**config.mk**
```make
export PLATFORM = sky130hd
export DESIGN_NAME = irq_rot_arb
export DESIGN_NICKNAME = d
export VERILOG_FILES = /design/src/rtl/irq_rot_arb_pkg.sv /design/src/rtl/irq_rot_pick.sv /design/src/rtl/irq_rot_ids.sv /design/src/rtl/irq_rot_seq.sv /design/src/rtl/irq_rot_arb.sv
export SDC_FILE = /design/constraint.sdc
export NUM_CORES = 1
export LEC_CHECK = 0
export BUFFER_PORTS_ARGS = -buffer_cell sky130_fd_sc_hd__buf_4
export CAP_MARGIN = 10
export CORE_MARGIN = 1
export CORE_UTILIZATION = 57
export CTS_BUF_LIST = sky130_fd_sc_hd__clkbuf_2
export CTS_CLUSTER_DIAMETER = 120
export DETAILED_ROUTE_END_ITERATION = 6
export PLACE_DENSITY_LB_ADDON = 0.15
export SLEW_MARGIN = 20
export SYNTH_ARGS = -nofsm -noshare
export SYNTH_HDL_FRONTEND = slang
export SYNTH_SLANG_ARGS = --single-unit
```
**constraint.sdc**
```tcl
create_clock -name clk -period 5.8 [get_ports clk]
set_clock_uncertainty 0.05 [all_clocks]
set_input_delay 0.29 -clock clk [delete_from_list [all_inputs] [get_ports clk]]
set_output_delay 0.29 -clock clk [all_outputs]
set_load 0.02 [all_outputs]
```
**src/rtl/irq_rot_arb_pkg.sv**
```systemverilog
package irq_rot_arb_pkg;
  typedef enum logic {
    SEQ_IDLE = 1'b0,
    SEQ_RUN  = 1'b1
  } seq_state_t;

  localparam logic MODE_SINGLE = 1'b0;
  localparam logic MODE_ALL    = 1'b1;
endpackage

```
**src/rtl/irq_rot_pick.sv**
```systemverilog
module irq_rot_pick #(
  parameter int N     = 4,
  parameter int W     = 4,
  parameter int IDX_W = $clog2(N)
) (
  input  logic [N*W-1:0]   ids,
  input  logic [N-1:0]     req,
  output logic [IDX_W-1:0] win_idx
);
  logic [W-1:0] best_id;
  logic         found;

  // Strict greater-than keeps the lowest index on equal ranks.
  always_comb begin
    win_idx = '0;
    best_id = '0;
    found   = 1'b0;
    for (int i = 0; i < N; i++) begin
      if (req[i] && (!found || ids[i*W +: W] > best_id)) begin
        found   = 1'b1;
        best_id = ids[i*W +: W];
        win_idx = IDX_W'(i);
      end
    end
  end
endmodule

```
**src/rtl/irq_rot_ids.sv**
```systemverilog
module irq_rot_ids #(
  parameter int N     = 4,
  parameter int W     = 4,
  parameter int IDX_W = $clog2(N)
) (
  input  logic             clk,
  input  logic             rst,
  input  logic             load,
  input  logic [N*W-1:0]   home,
  input  logic             upd,
  input  logic [IDX_W-1:0] win_idx,
  output logic [N*W-1:0]   ids
);
  localparam logic [W-1:0] TOP = '1;

  logic [W-1:0] rank_q [N];
  logic [W-1:0] win_pre;

  assign win_pre = rank_q[win_idx];

  for (genvar g = 0; g < N; g++) begin : g_lane
    always_ff @(posedge clk) begin
      if (rst || load) begin
        rank_q[g] <= home[g*W +: W];
      end else if (upd) begin
        if (IDX_W'(g) == win_idx)
          rank_q[g] <= '0;
        else if (rank_q[g] == TOP)
          rank_q[g] <= win_pre + W'(1);
        else
          rank_q[g] <= rank_q[g] + W'(1);
      end
    end
    assign ids[g*W +: W] = rank_q[g];
  end
endmodule

```
**src/rtl/irq_rot_seq.sv**
```systemverilog
module irq_rot_seq
  import irq_rot_arb_pkg::*;
#(
  parameter int N     = 4,
  parameter int IDX_W = $clog2(N)
) (
  input  logic             clk,
  input  logic             rst,
  input  logic             start,
  input  logic             mode,
  input  logic [N-1:0]     req_mask,
  input  logic [IDX_W-1:0] win_idx,
  output logic [N-1:0]     pend_q,
  output logic             grant,
  output logic [IDX_W-1:0] grant_idx_q,
  output logic             grant_vld_q,
  output logic             done_q
);
  seq_state_t state_q;
  logic       all_q;

  assign grant = (state_q == SEQ_RUN) && (pend_q != '0);

  always_ff @(posedge clk) begin
    if (rst) begin
      state_q     <= SEQ_IDLE;
      all_q       <= MODE_SINGLE;
      pend_q      <= '0;
      grant_idx_q <= '0;
      grant_vld_q <= 1'b0;
      done_q      <= 1'b0;
    end else begin
      grant_vld_q <= 1'b0;
      done_q      <= 1'b0;
      case (state_q)
        SEQ_IDLE: begin
          if (start) begin
            pend_q  <= req_mask;
            all_q   <= mode;
            state_q <= SEQ_RUN;
          end
        end
        default: begin
          if (grant) begin
            grant_vld_q <= 1'b1;
            grant_idx_q <= win_idx;
            if (all_q == MODE_ALL)
              pend_q <= pend_q & ~(N'(1) << win_idx);
            else
              pend_q <= '0;
          end else begin
            done_q  <= 1'b1;
            state_q <= SEQ_IDLE;
          end
        end
      endcase
    end
  end
endmodule

```
**src/rtl/irq_rot_arb.sv**
```systemverilog
module irq_rot_arb #(
  parameter int N     = 4,
  parameter int W     = 4,
  parameter int IDX_W = $clog2(N)
) (
  input  logic             clk,
  input  logic             rst,
  input  logic             start,
  input  logic             mode,
  input  logic [N-1:0]     req_mask,
  input  logic             resync,
  input  logic [N*W-1:0]   home_ids,
  output logic [IDX_W-1:0] grant_idx,
  output logic             grant_vld,
  output logic             done,
  output logic [N*W-1:0]   cur_ids
);
  logic [N-1:0]     pend_q;
  logic [IDX_W-1:0] win_idx;
  logic             grant;

  irq_rot_pick #(.N(N), .W(W), .IDX_W(IDX_W)) u_pick (
    .ids     (cur_ids),
    .req     (pend_q),
    .win_idx (win_idx)
  );

  irq_rot_seq #(.N(N), .IDX_W(IDX_W)) u_seq (
    .clk         (clk),
    .rst         (rst),
    .start       (start),
    .mode        (mode),
    .req_mask    (req_mask),
    .win_idx     (win_idx),
    .pend_q      (pend_q),
    .grant       (grant),
    .grant_idx_q (grant_idx),
    .grant_vld_q (grant_vld),
    .done_q      (done)
  );

  irq_rot_ids #(.N(N), .W(W), .IDX_W(IDX_W)) u_ids (
    .clk     (clk),
    .rst     (rst),
    .load    (resync),
    .home    (home_ids),
    .upd     (grant),
    .win_idx (win_idx),
    .ids     (cur_ids)
  );
endmodule

```
==> flow_summary.ini <==
[clock_network]
htreeDepth = 1
clk_pin_slew_ns = 0.26
cts_tree = yes
cts.path.max_buffers = 2
clockRootBuffer = clkbuf_2
cts_inserted_buffers = 3
clk_latency_ns = 0.38
cts.sinks = 26

[sta]
tightest_slew_ns = 0.889
slew_violations = 0
hold_viol = 0
fin_crit_ns = 5.38
relSlewSlack = 0.406
fin_crit_sh = 0.927
timing.hold.ws_ns = 0.0710
setup_viol = 0
max_freq_mhz = 186

[setup_path]
slowest_delay_ns = 0.49
r2r_cells = 25
slowest_stage = edfxtp_1
arrival_ns = 5.53
cp.depth = 25
critical_path.n_buffers_inverters = 4
critPathRequiredTime_ns = 5.96
crit_path_end_kind = flip-flop
start_kind = flip-flop
crit_top_cell = ha_1
worstPathMaxFanout = 7
critPathTopFamily = compound AO/OA/AOI/OAI gates
critical_path_class = flip-flop to flip-flop

[floorplanning]
io-pin-count = 45
die_area_um2 = 4200
die_h_um = 64.8
start_util = 0.604
die_w_um = 64.8
placementRows = 22
design.core.area_um2 = 3720

[cells_and_area]
area_growth_pct = 23.8
final_cells = 364
postLayoutCoreUtil = 0.748
nets = 359
antennaDiodeCount = 0
drive_above_1_share = 0.266

[logic_synthesis]
synth_area_leader_cell = edfxtp_1
ys.warnings.count = 0
netlist_area_um2 = 2250
synthFlopType = edfxtp_1
yosysMostFrequentCell = nand2_1
synth_nets = 304
synth_cell_type_count = 59
synth_seq_cells = 26
synth_cells = 262
synth_edf_count = 16
synth_top_area_share = 0.214
yosysSeqAreaShare = 0.303
avgSynthCellArea_um2 = 8.57
synthArstFlopShare = 0
synthTopCellsByArea = edfxtp_1, ha_1, dfxtp_1
synth_common_cells = nand2_1, nor2_1, ha_1

[power_and_ir_drop]
p_per_area_nw_per_um2 = 210
ir_drop_v = 0.000139
power.leakage_nw = 1.23

[placement]
gp_routability_congestion = 0.998
portBuffers = 44
dp_hpwl_um = 4780
dpl.cell_count = 357

[run]
maxCapViolCount = 0

[worst_hold_path]
hold_path_class = input port to flip-flop
holdPathStages = 3

[detailed_routing]
wirelength_um = 6240
ant_nets = 0
drtIter0Drc = 300
firstDrtPassIters = 5
via_per_inst = 6.31
drc = 0
vias = 2296
detail_route.wl_per_cell_um = 17.2

[status]
status = finished, final reports clean

[grt]
grtUsageTotal = 0.313
antenna_found_initial = 0
grt_pass1_wl_um = 10000
grt_pass1_vias = 2076
grt-ovfl-total = 0
grt_start_max_net_pins = 28
-- final timing paths --
kind	start	end	slack (ns)
max reg2reg	u_ids.rank_q[0][0]	u_ids.rank_q[2][2]	0.42
max	u_ids.rank_q[0][0]	u_ids.rank_q[2][2]	0.42
min	req_mask[0]	u_seq.pend_q[0]	0.07
min reg2reg	u_seq.grant_idx_q[0]	u_seq.grant_idx_q[0]	0.47
-- worst register-to-register path, stage by stage (launching register included) --
cell and delay [ns]:
edfxtp_1 0.49, inv_1 0.15, nor2_1 0.07, ha_1 0.29
nand3_1 0.16, o21ai_4 0.23, a21oi_1 0.09, nor2_2 0.15
a21oi_2 0.09, ha_1 0.30, a211o_1 0.31, o211ai_1 0.42
o21ai_0 0.15, ha_1 0.32, nor2b_1 0.13, o211ai_1 0.10
buf_4 0.16, a21o_1 0.24, o21a_1 0.15, a21oi_2 0.23
inv_1 0.13, ha_1 0.21, inv_1 0.07, a21o_1 0.12
nand2_1 0.12, o41ai_1 0.30
-- stage by stage --
stage	total power [mW]	setup TNS (ns)	setup WS [ns]	cell area, µm²
after global routing	0.613	-0.0307	-0.0307	2780
after detailed placement	0.453	0	0.0916	2670
final	0.583	0	0.424	2780
after floorplan	0.378	0	0.315	2250
after global placement	0.449	0	0.267	2670
after CTS	0.570	0	0.0703	2720
-- registers in the layout, indices dropped and copies added, names as in the netlist --
| name | flops |
|---|---|
| u_ids.rank_q | 16 |
| u_seq.grant_idx_q | 2 |
| u_seq.done_q | 1 |
| u_seq.grant_vld_q | 1 |
| u_seq.pend_q | 4 |
| u_seq.state_q | 1 |
| u_seq.all_q | 1 |
-- final cells by class --
class                           count  area [µm²]
Clock inverter                      1        30.0
Inverter                           17        63.8
Clock buffer                        3        15.0
Tap cell                           48        60.1
Timing Repair Buffer               57         428
Fill cell                         310         936
Multi-Input combinational cell    212        1500
Sequential cell                    26         682
-- cell usage in the layout (no fill, tap or decap), types with 2 or more instances in the layout --
master	instances
mux2i_1	8
nand2b_1	2
o31ai_1	5
o21ai_1	3
a211oi_1	6
buf_4	57
nor3_1	7
inv_1	16
nand2_1	34
and2_4	2
dfxtp_1	9
a21boi_0	3
o21ai_0	10
ha_1	17
o311ai_0	2
nand3_1	15
o21a_1	3
nor2b_1	5
a21oi_2	3
clkbuf_2	3
a211o_1	2
a22o_1	3
a21o_1	4
a22oi_1	4
nor2_1	19
edfxtp_1	16
xor2_1	3
a21oi_1	10
nor2_2	2
o311ai_2	2
o41ai_1	2
and2_1	2
o211ai_1	6
nand4_1	2
a31oi_1	3
-- layer usage --
metal | vias up | GRT usage | wire length [µm]
met5 | - | 0 | 0
met3 | 7 | 0.0299 | 414
met2 | 102 | 0.500 | 3020
met1 | 1084 | 0.449 | 2730
li1 | 1103 | - | -
met4 | 0 | 0.0806 | 73
-- logic make-up after synthesis --
kind of cell / share of synthesized area
simple gates: 0.205
compound gates: 0.303
flops: 0.303
buf+inv: 0.0468
fa+ha+maj: 0.0947
mux: 0.0357
xor+xnor: 0.0117
-- where the power goes --
part | total [mW] | switching, mW | internal, mW
logic | 0.233 | 0.135 | 0.0979
clock network | 0.119 | 0.0596 | 0.0593
registers | 0.231 | 0.0185 | 0.213
-- repair_timing --
| item | in CTS | in global routing |
|---|---|---|
| setup buffers | 0 | 3 |
| resized for setup | 0 | 11 |
| hold buffers | 0 | 0 |
| setup endpoints to repair | 0 | 15 |
No activity file was read; power rests on OpenSTA's default activity.
